$ cat src/rtl/tlpdec_pkg.sv
package tlpdec_pkg;

  // Header word 0 field positions
  localparam int H0_FMT_HI   = 30;
  localparam int H0_FMT_LO   = 29;
  localparam int H0_TYPE_HI  = 28;
  localparam int H0_TYPE_LO  = 24;
  localparam int H0_EP_BIT   = 14;
  localparam int H0_LEN_HI   = 9;
  localparam int H0_LEN_LO   = 0;

  // Header word 1 field positions
  localparam int H1_LBE_HI   = 7;
  localparam int H1_LBE_LO   = 4;
  localparam int H1_FBE_HI   = 3;
  localparam int H1_FBE_LO   = 0;

  // Header word 2: doubleword address starts at bit 2
  localparam int H2_ADDR_LO  = 2;

  localparam logic [1:0] FMT_3DW_DATA = 2'b10;
  localparam logic [4:0] TYPE_MEM     = 5'b00000;

  typedef enum logic [2:0] {
    ST_IDLE,
    ST_HDR1,
    ST_HDR2,
    ST_PAYLD,
    ST_DRAIN
  } rx_state_e;

endpackage

$ cat src/rtl/tlpdec_rx_fsm.sv
module tlpdec_rx_fsm
  import tlpdec_pkg::*;
#(
  parameter int DATA_W = 32,
  parameter int IDX_W  = 6,
  localparam int BE_W  = DATA_W / 8
) (
  input  logic              clk,
  input  logic              rst,
  input  logic              rx_valid,
  input  logic              rx_sop,
  input  logic              rx_eop,
  input  logic [DATA_W-1:0] rx_data,
  output logic              wr_en,
  output logic [IDX_W-1:0]  wr_idx,
  output logic [BE_W-1:0]   wr_be,
  output logic [DATA_W-1:0] wr_data
);

  rx_state_e        st;
  logic [BE_W-1:0]  be_q;
  logic [IDX_W-1:0] idx_q;

  logic hdr0_ok;
  logic lbe_zero;

  always_comb begin
    hdr0_ok = (rx_data[H0_FMT_HI:H0_FMT_LO] == FMT_3DW_DATA)
           && (rx_data[H0_TYPE_HI:H0_TYPE_LO] == TYPE_MEM)
           && (rx_data[H0_LEN_HI:H0_LEN_LO] == 10'd1)
           && !rx_data[H0_EP_BIT];
    lbe_zero = (rx_data[H1_LBE_HI:H1_LBE_LO] == 4'b0000);
  end

  always_ff @(posedge clk) begin
    if (rst) begin
      st      <= ST_IDLE;
      be_q    <= '0;
      idx_q   <= '0;
      wr_en   <= 1'b0;
      wr_idx  <= '0;
      wr_be   <= '0;
      wr_data <= '0;
    end else begin
      wr_en <= 1'b0;
      if (rx_valid) begin
        if (rx_sop) begin
          if (rx_eop)       st <= ST_IDLE;
          else if (hdr0_ok) st <= ST_HDR1;
          else              st <= ST_DRAIN;
        end else begin
          unique case (st)
            ST_IDLE: st <= ST_IDLE;
            ST_HDR1: begin
              be_q <= rx_data[H1_FBE_HI:H1_FBE_LO];
              if (rx_eop)        st <= ST_IDLE;
              else if (lbe_zero) st <= ST_HDR2;
              else               st <= ST_DRAIN;
            end
            ST_HDR2: begin
              idx_q <= rx_data[H2_ADDR_LO +: IDX_W];
              st    <= rx_eop ? ST_IDLE : ST_PAYLD;
            end
            ST_PAYLD: begin
              wr_en   <= 1'b1;
              wr_idx  <= idx_q;
              wr_be   <= be_q;
              wr_data <= rx_data;
              st      <= rx_eop ? ST_IDLE : ST_DRAIN;
            end
            ST_DRAIN: if (rx_eop) st <= ST_IDLE;
            default:  st <= ST_IDLE;
          endcase
        end
      end
    end
  end

  // a staged write exists only after a valid payload beat in the payload state
  a_r2_write_after_payload: assert property (@(posedge clk) disable iff (rst)
    wr_en |-> $past(st == ST_PAYLD && rx_valid && !rx_sop));

  // a start beat always restarts header parsing
  a_r9_sop_restarts: assert property (@(posedge clk) disable iff (rst)
    (rx_valid && rx_sop && !rx_eop) |=> (st == ST_HDR1 || st == ST_DRAIN));

  // end-of-packet always lands in idle
  a_r10_eop_to_idle: assert property (@(posedge clk) disable iff (rst)
    (rx_valid && rx_eop) |=> (st == ST_IDLE));

  // idle stream cycles leave the parser untouched
  a_r11_stall_holds: assert property (@(posedge clk) disable iff (rst)
    !rx_valid |=> $stable(st) && !wr_en);

  // a poisoned header never enters header parsing
  a_r7_poison_drained: assert property (@(posedge clk) disable iff (rst)
    (rx_valid && rx_sop && !rx_eop && rx_data[H0_EP_BIT]) |=> (st == ST_DRAIN));

endmodule

$ cat src/rtl/tlpdec_regfile.sv
module tlpdec_regfile #(
  parameter int DATA_W = 32,
  parameter int NREG   = 64,
  localparam int IDX_W = $clog2(NREG),
  localparam int BE_W  = DATA_W / 8
) (
  input  logic              clk,
  input  logic              rst,
  input  logic              wr_en,
  input  logic [IDX_W-1:0]  wr_idx,
  input  logic [BE_W-1:0]   wr_be,
  input  logic [DATA_W-1:0] wr_data,
  input  logic [IDX_W-1:0]  rd_idx,
  output logic [DATA_W-1:0] rd_data,
  output logic [DATA_W-1:0] gpio_out
);

  logic [DATA_W-1:0] mem [NREG];

  always_ff @(posedge clk) begin
    if (rst) begin
      for (int r = 0; r < NREG; r++) mem[r] <= '0;
    end else if (wr_en) begin
      for (int b = 0; b < BE_W; b++)
        if (wr_be[b]) mem[wr_idx][b*8 +: 8] <= wr_data[b*8 +: 8];
    end
  end

  always_ff @(posedge clk) begin
    if (rst) begin
      rd_data  <= '0;
      gpio_out <= '0;
    end else begin
      rd_data  <= mem[rd_idx];
      gpio_out <= mem[0];
    end
  end

  // a cleared byte enable keeps that lane of the target register
  for (genvar g = 0; g < BE_W; g++) begin : g_lane_chk
    a_r4_lane_kept: assert property (@(posedge clk) disable iff (rst)
      (wr_en && !wr_be[g]) |=> mem[$past(wr_idx)][g*8 +: 8] == $past(mem[wr_idx][g*8 +: 8]));
  end

  // the output bus follows register 0 one edge later
  a_r12_gpio_follows: assert property (@(posedge clk) disable iff (rst)
    !$past(rst) |-> gpio_out == $past(mem[0]));

  // read data is the register addressed on the previous edge
  a_r13_read_latency: assert property (@(posedge clk) disable iff (rst)
    !$past(rst) |-> rd_data == $past(mem[rd_idx]));

endmodule

$ cat src/rtl/tlp_regwr_decoder.sv
module tlp_regwr_decoder #(
  parameter int DATA_W = 32,
  parameter int NREG   = 64,
  localparam int IDX_W = $clog2(NREG),
  localparam int BE_W  = DATA_W / 8
) (
  input  logic              clk,
  input  logic              rst,
  input  logic              rx_valid,
  input  logic              rx_sop,
  input  logic              rx_eop,
  input  logic [DATA_W-1:0] rx_data,
  input  logic [IDX_W-1:0]  rd_idx,
  output logic [DATA_W-1:0] rd_data,
  output logic [DATA_W-1:0] gpio_out
);

  logic              wr_en;
  logic [IDX_W-1:0]  wr_idx;
  logic [BE_W-1:0]   wr_be;
  logic [DATA_W-1:0] wr_data;

  tlpdec_rx_fsm #(.DATA_W(DATA_W), .IDX_W(IDX_W)) u_rx_fsm (
    .clk      (clk),
    .rst      (rst),
    .rx_valid (rx_valid),
    .rx_sop   (rx_sop),
    .rx_eop   (rx_eop),
    .rx_data  (rx_data),
    .wr_en    (wr_en),
    .wr_idx   (wr_idx),
    .wr_be    (wr_be),
    .wr_data  (wr_data)
  );

  tlpdec_regfile #(.DATA_W(DATA_W), .NREG(NREG)) u_regfile (
    .clk      (clk),
    .rst      (rst),
    .wr_en    (wr_en),
    .wr_idx   (wr_idx),
    .wr_be    (wr_be),
    .wr_data  (wr_data),
    .rd_idx   (rd_idx),
    .rd_data  (rd_data),
    .gpio_out (gpio_out)
  );

endmodule

$ cat config.mk
export PLATFORM = sky130hd
export DESIGN_NAME = tlp_regwr_decoder
export DESIGN_NICKNAME = d
export VERILOG_FILES = /design/src/rtl/tlpdec_pkg.sv /design/src/rtl/tlpdec_rx_fsm.sv /design/src/rtl/tlpdec_regfile.sv /design/src/rtl/tlp_regwr_decoder.sv
export SDC_FILE = /design/constraint.sdc
export NUM_CORES = 2
export LEC_CHECK = 0
export BUFFER_PORTS_ARGS = -buffer_cell sky130_fd_sc_hd__buf_2
export CAP_MARGIN = 30
export CORE_MARGIN = 1
export CORE_UTILIZATION = 50
export CTS_BUF_LIST = sky130_fd_sc_hd__clkbuf_2
export CTS_CLUSTER_SIZE = 30
export DETAILED_ROUTE_END_ITERATION = 8
export PLACE_DENSITY = 0.68
export SLEW_MARGIN = 20
export SYNTH_ARGS = -nofsm -noshare
export SYNTH_HDL_FRONTEND = slang
export SYNTH_SLANG_ARGS = --single-unit
$ cat constraint.sdc
create_clock -name clk -period 2 [get_ports clk]
set_clock_uncertainty 0.1 [all_clocks]
set_input_delay 0.1 -clock clk [delete_from_list [all_inputs] [get_ports clk]]
set_output_delay 0.1 -clock clk [all_outputs]
set_load 0.02 [all_outputs]
==> metrics.yaml <==
die:
  pin_count: 107
  die_area_um2: 199000
  core.rowCount: 162
  die_h_um: 446
  start_util: 0.505
  die_w_um: 446
  coreArea_um2: 196000
setup_path:
  worstPathRequired_ps: 1800
  path_cells: "buf_6"
  crit_arrival_ps: 2510
  rr_worst_depth: 7
  r2r-end: "u_regfile.mem[58][29]$_SDFFCE_PN0P_"
  cpLargestDelayFamily: "flip-flops"
  reg2reg_slack_ps: -190
  path_buf_inv: 1
  path_class: "reg2out"
  r2r_start: "u_rx_fsm.wr_idx[2]$_SDFFE_PP0P_"
  end_kind: "output pin"
  start_kind: "flip-flop"
  max_stage_delay_ps: 440
  crit_slowest_cell: "dfxtp_4"
  cp_max_fo: 1
power_and_ir_drop:
  swShare: 0.258
  power_switching_uw: 23600
  sequentialPowerShare: 0.575
  power_frac_clock: 0.337
  combPwrFrac: 0.088
  leakagePower_uw: 0.0446
  max-vdd-ir-drop_mv: 0.622
  intPower_uw: 67800
  power_per_cell_area_nw_per_um2: 752
finish:
  fin_nets: 8019
  area_growth_pct: 23.0
  final_cells: 11000
  drive_above_1_share: 0.396
synthesis:
  yosysTopAreaCellShare: 0.623
  ys_seq_area_frac: 0.647
  syn_area_um2: 98700
  synth_seq_cells: 2168
  synth_area_per_cell_um2: 15.0
  syn-num-nets: 6643
  synth_edf_count: 2048
  async_reset_ff_frac: 0
  synth_cell_types: 60
  syn_inst: 6600
  synthFlopType: "edfxtp_1"
  yosys.area.top_type: "edfxtp_1"
  yosys-top-cells-area: "edfxtp_1, and2_1, mux4_2"
  yosys_warnings: 0
global_route:
  grtUsageTotal: 0.311
  grt_pass1_wl_um: 443000
  grt_max_degree: 66
  grt_pass1_vias: 64600
  antenna_found_initial: 11
  overflow: 0
routing:
  met2_length_um: 144000
  wl_um: 314000
  wl_per_cell_um: 28.5
  drt_iter0_markers: 8005
  met3_length_um: 34400
  vias_per_cell: 5.87
  drcViolationCount: 2
  wl_met1_um: 117000
  via_count: 64500
  dr.pass1.iters: 7
  ant_nets: 0
  routed.top_layer: "met5"
timing:
  max-slew-margin-rel: 0.132
  rsz0062_at_grt: "yes"
  setup-tns-final_ps: -79240
  layout_setup_ws_ps: -708
  hold_viol: 0
  final_max_slew_viol_count: 0
  timing.final.crit_share: 1.35
  period_minus_slack_ps: 2710
  fmax_mhz: 369
  setup_viol: 863
  worst_slew_pin_slew_ps: 1300
clock_tree:
  clock_path_buffers: 4
  htree_levels: 6
  cts.sinks: 2168
  cts_buffers: 566
  clk_pin_slew_ps: 100
  cts_tree: "yes"
  clock_latency_ps: 1880
  clock-root-buffer: "clkbuf_2"
worst_hold_path:
  hold_end: "u_regfile.rd_data[17]$_SDFF_PP0_"
  min_from: "rd_idx[1]"
  hold_path.class: "in2reg"
  holdPathStages: 8
job:
  drv_cap: 0
placement:
  dpl.hpwl_um: 206000
  gp_congestion: 0.964
  portBuffers: 106
  numPlacedInstances: 9770
run_status:
  violations: "DRC, setup timing"
  status: "complete, but fails checks"
==> power by group through the flow <==
| stage | logic, uW | clock network [uW] | registers (uW) |
|---|---|---|---|
| floorplan | 4090 | 0 | 53100 |
| global placement | 7050 | 0 | 53400 |
| detailed placement | 7120 | 0 | 53500 |
| CTS | 7800 | 31100 | 52500 |
| global route | 8290 | 33300 | 52700 |
| finish | 8030 | 30800 | 52500 |
==> cell type report <==
type                       count  area [um^2]
antenna                        5         12.5
clock buffer                 840         4200
clock inverter               106          671
fill                       14200        74200
inverter                       4         20.0
multi-input combinational   3938        35600
sequential                  2168        64100
tap                         2624         3280
timing repair buffer        1298        13600
==> metrics by stage <==
step | utilization | cell area, um^2 | hold slack, ps | setup WS [ps] | total power (uW)
floorplan | - | 98700 | 96.6 | -159 | 57200
global placement | 0.558 | 109000 | 238 | -873 | 60400
detailed placement | 0.558 | 109000 | 246 | -912 | 60600
CTS | 0.606 | 119000 | 0.572 | -863 | 91400
global route | 0.621 | 121000 | -11.9 | -771 | 94300
finish | 0.621 | 121000 | 53.7 | -708 | 91300
==> worst max-delay path by stage <==
stage	start	to	slack [ps]	depth (start not counted)
floorplan	u_rx_fsm.wr_idx[0]$_SDFFE_PP0P_	u_regfile.mem[17][10]$_SDFFCE_PN0P_	-160	5
global placement	rd_idx[0]	u_regfile.rd_data[25]$_SDFF_PP0_	-870	8
detailed placement	rd_idx[0]	u_regfile.rd_data[25]$_SDFF_PP0_	-910	8
CTS	u_regfile.rd_data[10]$_SDFF_PP0_	rd_data[10]	-860	1
global route	u_regfile.rd_data[10]$_SDFF_PP0_	rd_data[10]	-770	1
finish	u_regfile.rd_data[10]$_SDFF_PP0_	rd_data[10]	-710	1
==> cells by family after synthesis <==
logic type,after synthesis,share of synthesized area
and+or+nand+nor,2990,0.176
AOI/OAI and AO/OA,268,0.0181
buffers and inverters,494,0.0229
xor gates and xnor gates,1,0.0000887
muxes,679,0.136
DFF,2168,0.647
==> cells in the mapped netlist (all sizes together) (6+ instances only) <==
cell and count:
and2 2061, a211oi 19, nor2 301, o211ai 10, a22oi 42, nand3 9, a21oi 79, a2111oi 11
dfxtp 120, a221oi 7, nand2b 9, o21ai 23, nor2b 53, mux2i 134, mux4 528, nor3 16
clkbuf 355, mux2 17, a31oi 12, nand2 252, o221ai 6, o22ai 24, nor3b 6, or2 259
buf 135, a21boi 7, edfxtp 2048
==> per-layer routing <==
metal | global-route usage | vias up
met2 | 0.474 | 3950
met5 | 0 | -
met4 | 0.164 | 12
met1 | 0.412 | 32600
met3 | 0.0788 | 770
li1 | - | 27100
==> placed cells by master (no fill, tap or decap), types with 48 or more instances in the layout <==
cell type,count
or2_4,249
edfxtp_1,2048
dlygate4sd3_1,155
nor2_2,48
clkinv_1,72
and2_1,2046
mux4_2,528
buf_6,206
mux2i_1,125
a21oi_1,70
buf_4,684
dfxtp_2,74
nor2_4,187
buf_12,165
clkbuf_2,840
nand2_1,197
nor2_1,66
==> state kept, by name, summed over array words and instances (netlist names) <==
name                flops
u_regfile.gpio_out     32
u_rx_fsm.be_q           4
u_rx_fsm.wr_be          4
u_regfile.mem        2048
u_rx_fsm.st             3
u_rx_fsm.wr_idx         6
u_rx_fsm.wr_data       32
u_rx_fsm.idx_q          6
u_rx_fsm.wr_en          1
u_regfile.rd_data      32
==> timing repair <==
action	CTS	global route
hold endpoints to repair	4216	12
cloned	9	8
setup endpoints to repair	2379	3038
setup buffers	45	48
pin swaps	113	317
resized for setup	757	574
hold buffers	160	5
Note: power is estimated with default switching activity, not from simulation.
